**src/rtl/xbar_seq_pkg.sv**
```systemverilog
package xbar_seq_pkg;

    localparam int NUM_PHASES = 7;

    typedef enum logic [3:0] {
        ST_IDLE   = 4'd0,
        ST_CLEAR  = 4'd1,
        ST_LOAD   = 4'd2,
        ST_CONFIG = 4'd3,
        ST_NAND   = 4'd4,
        ST_AND    = 4'd5,
        ST_INVERT = 4'd6,
        ST_EMIT   = 4'd7,
        ST_FINISH = 4'd8
    } seq_state_t;

endpackage

```
**src/rtl/xbar_phase_timer.sv**
```systemverilog
module xbar_phase_timer #(
    parameter int CNT_W = 4
) (
    input  logic             clk,
    input  logic             rst_n,
    input  logic             restart,
    input  logic             run,
    input  logic [CNT_W-1:0] len,
    output logic             last
);

    logic [CNT_W-1:0] cnt_q;

    assign last = (cnt_q == len - 1'b1);

    always_ff @(posedge clk or negedge rst_n) begin
        if (!rst_n) begin
            cnt_q <= '0;
        end else if (restart) begin
            cnt_q <= '0;
        end else if (run && !last) begin
            cnt_q <= cnt_q + 1'b1;
        end
    end

    AST_TIMER_RANGE: assert property (@(posedge clk) disable iff (!rst_n)
        (run && !restart) |-> (cnt_q < len));

endmodule

```
**src/rtl/xbar_level_ctr.sv**
```systemverilog
module xbar_level_ctr #(
    parameter int LVL_W = 4
) (
    input  logic             clk,
    input  logic             rst_n,
    input  logic             load,
    input  logic [LVL_W-1:0] limit_in,
    input  logic             step,
    output logic [LVL_W-1:0] lvl,
    output logic             last_lvl
);

    logic [LVL_W-1:0] lim_q;

    assign last_lvl = (lvl == lim_q - 1'b1);

    always_ff @(posedge clk or negedge rst_n) begin
        if (!rst_n) begin
            lim_q <= LVL_W'(1);
            lvl   <= '0;
        end else if (load) begin
            lim_q <= limit_in;
            lvl   <= '0;
        end else if (step) begin
            lvl   <= lvl + 1'b1;
        end
    end

    AST_LEVEL_BOUND: assert property (@(posedge clk) disable iff (!rst_n)
        lvl < lim_q);

endmodule

```
**src/rtl/xbar_strobe_dec.sv**
```systemverilog
module xbar_strobe_dec #(
    parameter int NPH = 7
) (
    input  logic [3:0]     st,
    output logic [NPH-1:0] strobe
);

    for (genvar i = 0; i < NPH; i++) begin : g_dec
        assign strobe[i] = (st == 4'(i + 1));
    end

endmodule

```
**src/rtl/xbar_seq.sv**
```systemverilog
module xbar_seq
    import xbar_seq_pkg::*;
#(
    parameter int CNT_W = 4,
    parameter int LVL_W = 4
) (
    input  logic             clk,
    input  logic             rst_n,
    input  logic             start,
    input  logic             multi_en,
    input  logic [LVL_W-1:0] num_levels,
    input  logic [CNT_W-1:0] phase_len,
    output logic [6:0]       strobe,
    output logic [LVL_W-1:0] level,
    output logic             feedback_sel,
    output logic             busy,
    output logic             done
);

    seq_state_t       st_q, st_d;
    logic [CNT_W-1:0] len_q;
    logic [LVL_W-1:0] lim_in;
    logic [LVL_W-1:0] lvl;
    logic             lv_last;
    logic             t_last;
    logic             accept;
    logic             in_phase;
    logic             adv;
    logic             in_loop;

    assign accept   = (st_q == ST_IDLE) && start;
    assign in_phase = (st_q != ST_IDLE) && (st_q != ST_FINISH);
    assign adv      = in_phase && t_last;
    assign lim_in   = !multi_en ? LVL_W'(1) :
                      (num_levels == '0) ? LVL_W'(1) : num_levels;

    // Phase length sampled together with the accepted start
    always_ff @(posedge clk or negedge rst_n) begin
        if (!rst_n) begin
            len_q <= CNT_W'(1);
        end else if (accept) begin
            len_q <= (phase_len == '0) ? CNT_W'(1) : phase_len;
        end
    end

    xbar_phase_timer #(.CNT_W(CNT_W)) u_timer (
        .clk     (clk),
        .rst_n   (rst_n),
        .restart (accept || adv),
        .run     (in_phase),
        .len     (len_q),
        .last    (t_last)
    );

    xbar_level_ctr #(.LVL_W(LVL_W)) u_levels (
        .clk      (clk),
        .rst_n    (rst_n),
        .load     (accept),
        .limit_in (lim_in),
        .step     ((st_q == ST_NAND) && adv && !lv_last),
        .lvl      (lvl),
        .last_lvl (lv_last)
    );

    xbar_strobe_dec #(.NPH(NUM_PHASES)) u_dec (
        .st     (st_q),
        .strobe (strobe)
    );

    // State register
    always_ff @(posedge clk or negedge rst_n) begin
        if (!rst_n) begin
            st_q <= ST_IDLE;
        end else begin
            st_q <= st_d;
        end
    end

    // Next state
    always_comb begin
        st_d = st_q;
        unique case (st_q)
            ST_IDLE:   if (start) st_d = ST_CLEAR;
            ST_CLEAR:  if (adv)   st_d = ST_LOAD;
            ST_LOAD:   if (adv)   st_d = ST_CONFIG;
            ST_CONFIG: if (adv)   st_d = ST_NAND;
            ST_NAND:   if (adv)   st_d = lv_last ? ST_AND : ST_CONFIG;
            ST_AND:    if (adv)   st_d = ST_INVERT;
            ST_INVERT: if (adv)   st_d = ST_EMIT;
            ST_EMIT:   if (adv)   st_d = ST_FINISH;
            ST_FINISH:            st_d = ST_IDLE;
            default:              st_d = ST_IDLE;
        endcase
    end

    // Outputs
    always_comb begin
        busy         = (st_q != ST_IDLE);
        done         = (st_q == ST_FINISH);
        in_loop      = (st_q == ST_CONFIG) || (st_q == ST_NAND);
        level        = in_loop ? lvl : '0;
        feedback_sel = in_loop && (lvl != '0);
    end

    AST_ONE_STROBE: assert property (@(posedge clk) disable iff (!rst_n)
        (busy && !done) |-> ($countones(strobe) == 1));
    AST_QUIET_STROBE: assert property (@(posedge clk) disable iff (!rst_n)
        (!busy || done) |-> (strobe == '0));
    AST_DONE_SINGLE: assert property (@(posedge clk) disable iff (!rst_n)
        done |=> !done);
    AST_DONE_AFTER_EMIT: assert property (@(posedge clk) disable iff (!rst_n)
        done |-> $past(strobe[6]));
    AST_NO_RESTART: assert property (@(posedge clk) disable iff (!rst_n)
        $rose(strobe[0]) |-> $past(!busy));
    AST_AND_AFTER_NAND: assert property (@(posedge clk) disable iff (!rst_n)
        $rose(strobe[4]) |-> $past(strobe[3]));
    AST_FB_IN_LOOP: assert property (@(posedge clk) disable iff (!rst_n)
        feedback_sel |-> (strobe[2] || strobe[3]));

endmodule

```
**config.mk**
```make
export PLATFORM = sky130hd
export DESIGN_NAME = xbar_seq
export DESIGN_NICKNAME = d
export VERILOG_FILES = /design/src/rtl/xbar_seq_pkg.sv /design/src/rtl/xbar_phase_timer.sv /design/src/rtl/xbar_level_ctr.sv /design/src/rtl/xbar_strobe_dec.sv /design/src/rtl/xbar_seq.sv
export SDC_FILE = /design/constraint.sdc
export NUM_CORES = 1
export LEC_CHECK = 0
export BUFFER_PORTS_ARGS = -buffer_cell sky130_fd_sc_hd__buf_2
export CORE_MARGIN = 4
export CORE_UTILIZATION = 45
export DETAILED_ROUTE_END_ITERATION = 10
export PLACE_DENSITY = 0.76
export SETUP_SLACK_MARGIN = 0.15
export SLEW_MARGIN = 20
export SYNTH_ARGS = -nofsm -noshare
export SYNTH_HDL_FRONTEND = slang
export SYNTH_SLANG_ARGS = --single-unit
export TNS_END_PERCENT = 1
```
**constraint.sdc**
```tcl
create_clock -name clk -period 4.2 [get_ports clk]
set_input_delay 0.42 -clock clk [delete_from_list [all_inputs] [get_ports clk]]
set_output_delay 0.42 -clock clk [all_outputs]
set_load 0.05 [all_outputs]
```
* Word-level counts from Yosys, hierarchy flattened
Cells that the tools add are included.
** Operators by class
- $add $sub $neg :: 4
- Multiply operators :: 0
- Div/mod/pow operators :: 0
- Magnitude comparators :: 0
- Eq/ne operators :: 19
- Shift-type cells :: 0
- Multiplexer cells :: 18
- Bitwise gates (word level) :: 0
- Reduce and logical (&&, ||, !) cells :: 19
** Operators by type and width (number)
- 2-to-1 mux 4 bit :: 16
- one-hot mux 4 bit (8 select lines) :: 1
- == test 4 x 3 -> 1 bit, second input constant :: 4
- inequality test 2 x 1 -> 1 bit, second input constant :: 7
- zero test 4 bit :: 3
- adder 4 x 1 -> 4 bit, second input constant :: 2
- == test 4 x 2 -> 1 bit, second input constant :: 2
- == test 4 bit :: 2
- AND reduction 8 bit :: 1
- nonzero test 4 bit :: 2
- subtractor 4 x 1 -> 4 bit, second input constant :: 2
- logical AND 1 bit :: 7
- == test 4 x 1 -> 1 bit, second input constant :: 1
- == test 4 bit, second input constant :: 1
- inequality test 4 bit, second input constant :: 1
- nonzero test 2 bit :: 2
- 2-to-1 mux 3 bit :: 1
- zero test 1 bit :: 2
- logical OR 1 bit :: 2
- inequality test 2 bit, second input constant :: 1
** Storage, ports and cells
- Flip-flop bits (word level) :: 20
- Bits in latches :: 0
- RAM bits :: 0
- Bits in read-only memories :: 0
- Input bits :: 12
- Output and inout bits :: 14
- Memories kept :: 0

* Longest topological paths before layout
- Depth in word-level cells :: 7
- Depth in mapped cells :: 7
- Mapped depth without buffers :: 7

* By module
From an unflattened synthesis, not the netlist that was laid out.
** Unflattened totals
- Cell total of the unflattened synthesis :: 146
- Area, all modules :: 1422.6 um^2
** Modules (own cells, without submodules)
- xbar_seq :: instances 1, cells an instance 58, area each 543.0 um^2, sequential area each 201.4 um^2
- xbar_level_ctr :: instances 1, cells an instance 37, area each 415.4 um^2, sequential area each 201.4 um^2
- xbar_phase_timer :: instances 1, cells an instance 44, area each 389.1 um^2, sequential area each 100.1 um^2
- xbar_strobe_dec :: instances 1, cells an instance 7, area each 75.1 um^2, sequential area each 0.0 um^2

* Worst setup path before layout
Ideal clock, no wire load.
- Path type :: flip-flop to output port
- Start :: reg st_q[0]
- End :: out feedback_sel
- Arrival time :: 2.921 ns
- Slack :: 0.859 ns
- Cell stages (with the launch flop) :: 6
- Buffers on the path :: 1
- Cells stage by stage :: dfrtp_1 clkbuf_1 nand2_1 nor3_1 nor2_1 a21oi_1
** Between the ends
- Longest elaborated chain between the ends :: 3
** Ends and longest elaborated chain
- from (decl) :: line xbar_seq.sv:20 : seq_state_t st_q, st_d;
- from (signal assigned) :: line xbar_seq.sv:75 : st_q <= st_d;
- == test 4 x 2 -> 1 bit
- via strobe[2] :: line xbar_seq.sv:13 : output logic [6:0] strobe,
- logical OR 1 bit :: line xbar_seq.sv:100 : in_loop = (st_q == ST_CONFIG) || (st_q == ST_NAND);
- logical AND 1 bit :: line xbar_seq.sv:102 : feedback_sel = in_loop && (lvl != '0);
- to (decl) :: line xbar_seq.sv:15 : output logic feedback_sel,
The timed path passes the listed nets, and every way through them passes these cells.

* Worst setup path in the final report
- Start :: reg len_q[0]
- End :: reg u_levels.lvl[2]
** Between the ends
- Longest elaborated chain between the ends :: 6
** Ends and longest elaborated chain
- from (decl) :: line xbar_seq.sv:21 : logic [CNT_W-1:0] len_q;
- from (signal assigned) :: line xbar_seq.sv:42 : len_q <= (phase_len == '0) ? CNT_W'(1) : phase_len;
- subtractor 4 x 1 -> 4 bit :: line xbar_phase_timer.sv:14 : assign last = (cnt_q == len - 1'b1);
- == test 4 bit :: line xbar_phase_timer.sv:14
- logical AND 1 bit :: line xbar_seq.sv:33 : assign adv = in_phase && t_last;
- logical AND 1 bit (2 in a row) :: line xbar_seq.sv:60 : .step ((st_q == ST_NAND) && adv && !lv_last),
- nonzero test 2 bit (no source line)
- to (signal assigned) :: line xbar_level_ctr.sv:25 : lvl <= lvl + 1'b1;
- to (decl) :: line xbar_level_ctr.sv:9 : output logic [LVL_W-1:0] lvl,
Every way passes these cells.
A chain may end at the register's enable or synchronous reset.

==> impl_metrics.yaml <==
layout:
  drive_above_1_share_pct: 21.1
  final_common_cell: "buf_2"
  design_area_um2: 1480
  multi_input_area_um2: 744
  final_cell_mix: "25 x buf_2, 21 x nand2_1, 18 x dfrtp_1"
  nFillCells: 258
  final_util_pct: 53.6
  diodes: 0
  fin_nets: 193
  seq_area_um2: 503
  area_growth_pct: 13.1
drt:
  firstDrtPassIters: 4
  wl_per_cell_um: 13.2
  drt-total-wl_um: 2730
  first_iter_violations: 55
  vias: 1151
  drc: 0
  antenna_left: 0
  vias_per_cell: 5.59
logic_synthesis:
  synth_mux_area_share_pct: 1.63
  yosys.area.top_type: "dfrtp_1"
  synth.avg_cell_area_um2: 8.54
  synthAdderAreaFrac_pct: 4.79
  synthTopCellsByArea: "dfrtp_1 34%, nand2_1 6.0%, ha_1 4.8%"
  ys_seq_area_share_pct: 38.5
  syn_area_um2: 1310
  synthSimpleGateAreaFrac_pct: 27.9
  synth.yosys.warnings: 0
  synth_top_area_share_pct: 34.5
  synth_compound_area_share_pct: 13.2
  synth_top_family_by_area: "simple AND/OR/NAND/NOR gates"
  synthCells: 153
  ys_seq_elements: 20
  synth_cell_types: 40
  synth_xor_area_share_pct: 9.48
  syn_nets: 170
timing:
  timing.final.crit_period_ns: 2.39
  max-slew-margin-rel_pct: 51.5
  fin_skew_ns: 0.00480
  finalCritPeriodShare_pct: 56.9
  fmax_ghz: 0.418
  drv_slew: 0
  setup_viol: 0
  whs_ns: 0.0460
  hold_violations: 0
  setup_tns_ns: 0
  rsz0062_at_grt: "no"
  worst_pin_slew_ns: 0.722
  setup_slack_ns: 1.81
pwr:
  combPwrFrac_pct: 61.8
  p_switching_uw: 676
  power_frac_seq_pct: 29.5
  irDropWorstVdd_mv: 0.648
  swShare_pct: 51.1
  power_density_nw_per_um2: 895
  clkPwrFrac_pct: 8.7
  p_leak_nw: 0.698
  p_int_uw: 646
critical_path:
  crit_type: "reg2reg"
  crit_buf_inv: 1
  startpoint_type: "register"
  cp_num_cells: 7
  critical_path.top_delay_family: "simple AND/OR/NAND/NOR gates"
  cpPeakStageDelay_ns: 0.57
  crit_path_start: "len_q[0]"
  crit_path_cell_trace: "inv_1 > ha_1 > xor3_1 > nor3_4 > nand2_4 > or4_1 > a21oi_1"
  cp_max_fo: 10
  crit_end: "u_levels.lvl[2]"
  r2r_end: "u_levels.lvl[2]"
  worst_r2r_startpoint: "len_q[0]"
  regToRegSetupSlack_ns: 1.81
  cp.required_ns: 4.44
  crit_slowest_cell: "dfstp_2"
  critPathCaptureType: "register"
  r2r_cells: 7
  cp.arrival_ns: 2.63
clock_network:
  cts_root_buf: "clkbuf_4"
  worstSkewPairLatency_ns: 0.30
  clkSlewWorstSetupHoldPaths_ns: 0.12
  post_cts_buffers: 0
  clkSinkCount: 20
  cts_tree: "yes"
  cts-resized-gates: 0
  cts_buffer_depth: 2
  cts_buffers: 3
  postCtsHoldBufs: 0
  htree_levels: 1
place:
  placed_area_um2: 1440
  portBuffers: 25
  hpwl_um: 2090
  dp_slack_ns: 1.82
  gp_routability_congestion: 0.915
grt:
  antenna_found_initial: 0
  gr-usage-all-layers_pct: 15.9
  grt_pass1_wl_um: 4630
  overflow: 0
  grt_max_degree: 21
  grt_pass1_vias: 1076
min_path:
  hold_path.class: "in2async"
die:
  fp.dieH_um: 61.9
  num_rows: 19
  coreArea_um2: 2760
  chipWidth_um: 61.9
  fp.dieArea_um2: 3830
  ioPinCount: 26
  initial_core_util_pct: 47.4
status:
  status: "completed"
flow_run:
  max_cap_viol_count: 0
-- kinds of logic (layout without fill, tap and decap cells) --
group	Yosys count	after routing
compound gates	28	28
xor+xnor	10	10
fa+ha+maj	5	5
buf+inv	15	37
flops	20	20
mux	2	2
simple gates	73	73
-- through the flow --
step | cells | power, mW
2_1_floorplan | 153 | 1.06
3_3_place_gp | 202 | 1.18
3_5_place_dp | 202 | 1.22
5_1_grt | 206 | 1.44
4_1_cts | 206 | 1.33
6_report | 206 | 1.32
-- layer usage --
metal | wire (um) | vias to the layer above | part of all wire (%) | track usage (%)
met1 | 1200 | 536 | 44 | 20.5
met4 | 34 | 0 | 1.2 | 5.15
met2 | 1340 | 28 | 49 | 27.7
met3 | 150 | 5 | 5.5 | 2.07
li1 | - | 582 | - | -
met5 | 0 | - | 0 | 0
-- sequential cells by signal (all words and copies together) (netlist names) --
name,cells
len_q,4
st_q,4
u_levels.lim_q,4
u_levels.lvl,4
u_timer.cnt_q,4
-- layout make-up --
class	count	area share (%)
clock buffers	4	2.46
multi-input cells	118	50.4
well taps	31	2.62
flip-flops and latches	20	34.0
inverters	8	2.03
repair buffers	25	8.47
-- worst min-delay path by stage --
| stage | endpoint | slack (ns) | cells past startpoint |
|---|---|---|---|
| after floorplan | len_q[1] | 0.12 | 0 |
| after global placement | st_q[3] | 0.39 | 1 |
| after detailed placement | st_q[3] | 0.40 | 1 |
| after CTS | u_levels.lvl[1] | 0.06 | 1 |
| after global routing | st_q[3] | 0.07 | 1 |
| final | u_levels.lvl[1] | 0.05 | 1 |
-- synth_stat cells --
master	n
nand2_4	1
inv_2	1
nor3_1	12
dfstp_2	2
xnor2_1	4
xnor2_2	1
and3_1	1
a21oi_1	9
a221oi_1	1
nand2b_1	2
xnor3_1	1
nor4b_1	1
inv_1	6
nor3_4	1
nand2b_4	1
nand2_1	21
or4_1	1
ha_1	5
and2_1	1
clkinv_1	1
xor2_1	3
o21ai_0	1
nand3_1	11
mux2_1	1
o21a_1	1
clkbuf_1	5
o22a_1	1
nor2b_1	2
buf_2	2
a21o_2	1
nor2_1	15
o211ai_1	2
a211oi_1	2
dfrtp_1	18
o31ai_1	2
xor3_1	1
or3_1	3
mux2i_1	1
o21ai_1	7
o32ai_1	1
-- power groups by stage --
stage               logic [mW]  registers, mW  clock network (mW)
floorplan                0.723          0.339                   0
global placement         0.793          0.389                   0
detailed placement       0.822          0.393                   0
CTS                      0.827          0.388               0.119
global route             0.909          0.404               0.127
finish                   0.817          0.390               0.115
Power figures use the tool's default switching activity.
